### src/rtl/stereo_line_splitter.sv
module stereo_line_splitter #(
  parameter int DIM_W  = 12,
  parameter int WORD_W = 16,
  parameter int LUMA_W = 8
) (
  input  logic              clk,
  input  logic              rst_n,
  input  logic [DIM_W-1:0]  cfg_rows,
  input  logic [DIM_W-1:0]  cfg_stride,
  input  logic [DIM_W-1:0]  cfg_dual_width,
  input  logic [DIM_W-1:0]  cfg_width,
  input  logic [WORD_W-1:0] in_data,
  input  logic              in_valid,
  output logic              in_ready,
  output logic [LUMA_W-1:0] left_data,
  output logic              left_valid,
  input  logic              left_ready,
  output logic              left_eol,
  output logic              left_eof,
  output logic [LUMA_W-1:0] right_data,
  output logic              right_valid,
  input  logic              right_ready,
  output logic              right_eol,
  output logic              right_eof
);

  logic [DIM_W-1:0] col_q, row_q;
  logic [DIM_W-1:0] rows_q, stride_q, dual_q, width_q;

  wire at_start = (col_q == '0) && (row_q == '0);

  wire [DIM_W-1:0] rows_e   = at_start ? cfg_rows       : rows_q;
  wire [DIM_W-1:0] stride_e = at_start ? cfg_stride     : stride_q;
  wire [DIM_W-1:0] dual_e   = at_start ? cfg_dual_width : dual_q;
  wire [DIM_W-1:0] width_e  = at_start ? cfg_width      : width_q;

  wire sel_left  = col_q < width_e;
  wire sel_right = !sel_left && (col_q < dual_e);
  wire pad       = !sel_left && !sel_right;

  wire last_col  = col_q == stride_e - 1'b1;
  wire last_row  = row_q == rows_e - 1'b1;

  assign in_ready = pad | (sel_left & left_ready) | (sel_right & right_ready);
  wire accept = in_valid & in_ready;

  assign left_data   = in_data[LUMA_W-1:0];
  assign right_data  = in_data[LUMA_W-1:0];
  assign left_valid  = in_valid & sel_left;
  assign right_valid = in_valid & sel_right;
  assign left_eol    = sel_left  && (col_q == width_e - 1'b1);
  assign right_eol   = sel_right && (col_q == dual_e - 1'b1);
  assign left_eof    = left_eol  && last_row;
  assign right_eof   = right_eol && last_row;

  always_ff @(posedge clk) begin
    if (!rst_n) begin
      col_q    <= '0;
      row_q    <= '0;
      rows_q   <= '0;
      stride_q <= '0;
      dual_q   <= '0;
      width_q  <= '0;
    end else if (accept) begin
      if (at_start) begin
        rows_q   <= cfg_rows;
        stride_q <= cfg_stride;
        dual_q   <= cfg_dual_width;
        width_q  <= cfg_width;
      end
      if (last_col) begin
        col_q <= '0;
        row_q <= last_row ? '0 : row_q + 1'b1;
      end else begin
        col_q <= col_q + 1'b1;
      end
    end
  end

  // a stalled word leaves the raster position untouched
  a_r7_stall_holds: assert property (@(posedge clk) disable iff (!rst_n)
    (in_valid && !in_ready) |=> ($stable(col_q) && $stable(row_q)));

  // captured geometry moves only on a frame-start acceptance
  a_r8_cfg_frozen: assert property (@(posedge clk) disable iff (!rst_n)
    !(at_start && accept) |=> ($stable(rows_q) && $stable(stride_q) &&
                               $stable(dual_q) && $stable(width_q)));

  // padding columns never drive an output and never stall
  a_r4_pad_silent: assert property (@(posedge clk) disable iff (!rst_n)
    (in_valid && col_q >= dual_e) |-> (!left_valid && !right_valid && in_ready));

  // end of frame only together with end of line
  a_r6_eof_with_eol: assert property (@(posedge clk) disable iff (!rst_n)
    (left_eof |-> left_eol) and (right_eof |-> right_eol));

  // at most one output is offered a word
  a_r1_one_target: assert property (@(posedge clk) disable iff (!rst_n)
    $onehot0({left_valid, right_valid}));

  // inside a frame the column stays below the captured stride
  a_r9_col_bound: assert property (@(posedge clk) disable iff (!rst_n)
    !at_start |-> (col_q < stride_q));

endmodule

### config.mk
export PLATFORM = sky130hd
export DESIGN_NAME = stereo_line_splitter
export DESIGN_NICKNAME = d
export VERILOG_FILES = /design/src/rtl/stereo_line_splitter.sv
export SDC_FILE = /design/constraint.sdc
export NUM_CORES = 1
export LEC_CHECK = 0
export CAP_MARGIN = 20
export CORE_MARGIN = 10
export CORE_UTILIZATION = 50
export CTS_CLUSTER_SIZE = 25
export DETAILED_ROUTE_END_ITERATION = 7
export PLACE_DENSITY = 0.72
export SLEW_MARGIN = 20
export SYNTH_ARGS = -nofsm -noshare
export SYNTH_HDL_FRONTEND = slang
export SYNTH_SLANG_ARGS = --single-unit
### constraint.sdc
create_clock -name clk -period 12.9 [get_ports clk]
set_input_delay 3.87 -clock clk [delete_from_list [all_inputs] [get_ports clk]]
set_output_delay 3.87 -clock clk [all_outputs]
set_load 0.02 [all_outputs]
Word level (Yosys, flattened, before mapping)
Index checks and enable logic that the tools add are counted.
{ "word_totals": {"regBits": 72, "latchBits": 0, "ramBits": 0, "romBits": 0, "input_bits": 69, "word_cells": 43, "memories": 0} }
{ "classes": {"addsub": 6, "mul": 0, "div_mod_pow": 0, "order_cmp": 2, "eq_ne": 4, "shifts": 0, "n_mux": 6, "n_bitwise": 7, "reduce_logical": 12} }
{ "op_table": {"columns": ["cell", "count"], "rows": [
  ["$mux W12", 6],
  ["$eq A12 B12 Y1", 4],
  ["$sub A12 B1 Y12 const B", 4],
  ["$add A12 B1 Y12 const B", 2],
  ["$logic_not A12 Y1", 2],
  ["$lt A12 B12 Y1", 2],
  ["$logic_and A1 B1 Y1", 7],
  ["$and A1 B1 Y1", 5],
  ["$logic_not A1 Y1", 2],
  ["$or A1 B1 Y1", 2],
  ["$reduce_and A2 Y1", 1]
]} }

Logic depth before layout (Yosys ltp)
{ "logic_depth": {"depth_word": 12, "ltp_mapped": 23} }

Worst setup path after synthesis
No wires, ideal clock.
{ "synth_path": {"kind": "input to output", "from": "input cfg_dual_width[3]", "to": "output right_eof", "t_arrival_ps": 6533, "required_ps": 9030, "setup_slack_ps": 2497, "path_stages": 8, "n_path_buf": 0, "path_cell_list": "or4_1 o21ai_1 nand4b_2 nor3_2 xnor2_1 or3_1 a2111oi_2 and2_1"} }
{ "synth_between": {"elab_chain_len": 5, "word_cells_on_any_way": 7, "classes_between": "1 x add/sub; 1 x order compare; 1 x eq/ne; 1 x mux; 3 x reduce/logical"} }
{ "synth_lines": {"columns": ["element", "line", "rtl"], "rows": [
  ["from (decl)", "10", "input logic [DIM_W-1:0] cfg_dual_width,"],
  ["$mux W12 (*)", null, null],
  ["$sub A12 B1 Y12 / $lt A12 B12 Y1 (equally long branches)", "52, 38", null],
  ["$eq A12 B12 Y1 / $logic_and A1 B1 Y1 (equally long branches)", "52, 38", null],
  ["$logic_and A1 B1 Y1 (*)", "52", "assign right_eol = sel_right && (col_q == dual_e - 1'b1);"],
  ["named net right_eol", "23", "output logic right_eol,"],
  ["$logic_and A1 B1 Y1 (*)", "54", "assign right_eof = right_eol && last_row;"],
  ["to (decl)", "24", "output logic right_eof"]
]} }
The timed path passes the listed nets; every way through them passes the cells marked *.

Worst setup path after layout
{ "layout_path": {"from": "input cfg_rows[0]", "to": "output left_eof"} }
{ "layout_between": {"elab_chain_len": 4} }
{ "layout_lines": {"columns": ["element", "line", "rtl"], "rows": [
  ["from (decl)", "8", "input logic [DIM_W-1:0] cfg_rows,"],
  ["$mux W12", null, null],
  ["$sub A12 B1 Y12", "42", "wire last_row = row_q == rows_e - 1'b1;"],
  ["$eq A12 B12 Y1", "42", null],
  ["$logic_and A1 B1 Y1", "53", "assign left_eof = left_eol && last_row;"],
  ["to (decl)", "19", "output logic left_eof,"]
]} }
Every way passes these cells.

==> flow_summary.yaml <==
synthesis:
  async_reset_ff_frac: 0
  synth_cell_type_count: 81
  synth_top_area_frac: 0.226
  seq_area_frac_synth: 0.226
  syn_nets: 903
  synth-seq-cells: 72
  yosysWarnings: 0
  synth_area_per_cell_um2: 7.82
  netlist_top_cells_area: "dfxtp_1, nand3_1, xnor2_1"
  synth_ff_type: "dfxtp_1"
  synth_edf_count: 0
  synth_top_cell_by_area: "dfxtp_1"
  syn_inst: 814
  synth_area_um2: 6370
power_and_ir_drop:
  peakVddDrop_v: 0.0000576
  p_leak_uw: 0.00284
  powerDensity_nw_per_um2: 95.9
timing:
  max-slew-margin-rel: 0.301
  timing.final.crit_share: 0.912
  rsz0062_at_grt: "no"
  setup_ws_ns: 1.14
  setup_viol: 0
  skew_ns: 0.00625
  drv_slew: 0
  tightest_slew_ns: 1.05
  max_freq_mhz: 85.0
  min_period_ns: 11.76
  hold_viol: 0
  tns_ns: 0
clocking:
  post_cts_buffers: 0
  clk_pin_slew_ns: 0.06
  cts_tree: "yes"
  cts.sinks: 72
  cts-hold-fix-buffers: 0
  clockRootBuffer: "clkbuf_16"
  cts_buffers: 9
  cts_resized: 0
  clkLatencyLatePin_ns: 0.34
  h-tree-depth: 3
  cts_buffer_depth: 2
grt:
  track_usage: 0.217
  grt_pass1_vias: 6163
  antenna_found_initial: 0
  grt_first_pass_wirelength_mm: 31.7
  grt_max_degree: 58
  grt-ovfl-total: 0
placed_design:
  dp.cells: 991
  hpwl_mm: 13.6
  portBuffers: 59
  place_congestion: 0.907
  post_dp_cell_area_um2: 6880
  dp_slack_ns: 1.19
floorplanning:
  core-area_um2: 12600
  start_util: 0.507
  die-area_um2: 17600
  pin_count: 92
  fp.dieH_um: 133
  die_w_um: 133
  rows: 41
detailed_routing:
  vias: 6343
  avgViaCountPerCell: 6.30
  drt-initial-drc-count: 650
  wl_per_cell_um: 19.2
  ant_nets: 0
  dr.pass1.iters: 5
  drc: 0
  drt_wl_total_mm: 19.3
worst_setup_path:
  cp.arrival_ns: 7.89
  end_kind: "output pin"
  start_kind: "input port"
  worstSetupPathType: "input port to output pin"
  path_max_fanout: 5
  cp_data_required_time_ns: 9.03
cells_and_area:
  syn_to_final_growth_pct: 12.6
  diodes: 0
  layout-drive-gt1-share: 0.0647
  nFillCells: 1136
  fin_cells: 1007
  design_area_um2: 7170
  postLayoutCoreUtil: 0.570
  nNetsFinal: 919
run_status:
  status: "completed"
job:
  cap_viol_max_count: 0
hold_path:
  hold_path_class: "flip-flop to flip-flop"
synth_stat cells (all sizes together) (14+ instances only):
| cell | count |
|---|---|
| dfxtp | 72 |
| nor3 | 20 |
| xnor2 | 36 |
| o211a | 19 |
| ha | 20 |
| or3 | 16 |
| a21boi | 40 |
| and3 | 15 |
| a21oi | 27 |
| nand2 | 82 |
| o21ai | 48 |
| buf | 47 |
| mux2i | 26 |
| clkbuf | 15 |
| nand2b | 14 |
| inv | 17 |
| nor2 | 48 |
| nor4 | 18 |
| xor2 | 21 |
| nand3 | 65 |
through the flow:
step           hold WS [ns]  total power (uW)
2_1_floorplan         0.444               394
6_report              0.477               687
3_5_place_dp          0.464               443
4_1_cts               0.474               687
5_1_grt               0.497               721
3_3_place_gp          0.457               438
worst paths after layout:
kind	from	endpoint	slack, ns	depth (start not counted)
worst min-delay path	rows_q[10]	rows_q[10]	0.48	2
worst min register to register	rows_q[10]	rows_q[10]	0.48	2
worst max-delay path	cfg_rows[0]	left_eof	1.14	13
worst max register to register	col_q[1]	rows_q[8]	6.59	18
state kept, by name (all words and copies together) (netlist names):
register,flops
col_q,12
dual_q,12
row_q,12
rows_q,12
stride_q,12
width_q,12
kinds of logic after synthesis:
family | Yosys count | synth area share
buf+inv | 79 | 0.0672
flops | 72 | 0.226
xor+xnor | 58 | 0.0820
compound gates | 202 | 0.227
fa+ha+maj | 22 | 0.0425
mux | 30 | 0.0480
simple gates | 351 | 0.307
cells in the final DEF (no fill, tap or decap), types with 4 or more instances in the layout:
cell type,n
nand2_1,81
or3b_1,6
o21ai_0,47
and2_1,10
buf_4,8
nor2b_1,6
dfxtp_1,72
a21o_1,4
nand4_1,8
nor2_1,45
a31oi_1,4
and3_1,15
clkbuf_16,9
xor2_1,21
o31ai_1,10
mux2i_1,26
nand3b_1,5
or4_1,11
nand3_1,64
a211oi_1,6
inv_1,17
clkdlybuf4s50_1,58
ha_1,20
a21oi_1,26
o211ai_1,12
nand2b_1,14
o211a_1,19
nor4_1,15
a311oi_1,4
a21boi_0,38
mux2_2,4
or3_1,16
xnor2_1,36
nand4b_1,8
nor3_1,19
worst max-delay path, stage by stage:
cell             delay [ns]
clkdlybuf4s50_1        0.48
nand3_1                0.14
and2_1                 0.18
ha_1                   0.26
or4b_2                 0.63
nor3_1                 0.16
o21ai_0                0.16
a22oi_1                0.19
o21bai_1               0.09
mux2_2                 0.29
nor4_2                 0.62
and2_1                 0.21
clkdlybuf4s50_1        0.61
power breakdown:
part	switching, uW	internal (uW)
clock	98.3	145
combinational	116	86.0
sequential	9.74	232
total	224	463
layout make-up:
type,instances,area (um^2),share of cell area
Timing Repair Buffer,67,646,0.0901
Clock inverter,3,15.0,0.00209
Clock buffer,13,270,0.0377
Tap cell,172,215,0.0300
Sequential cell,72,1440,0.201
Multi-Input combinational cell,663,4520,0.630
Inverter,17,63.8,0.00890
routing by layer:
metal  wire length (um)  GRT usage  vias up  part of all wire
li1                   -          -     3030                 -
met1               8640      0.280     3039              0.45
met2               8960      0.355      236              0.46
met3               1280     0.0322       38             0.066
met4                429     0.0831        0             0.022
met5                  0          0        -                 0
No activity file was read; power rests on OpenSTA's default activity.
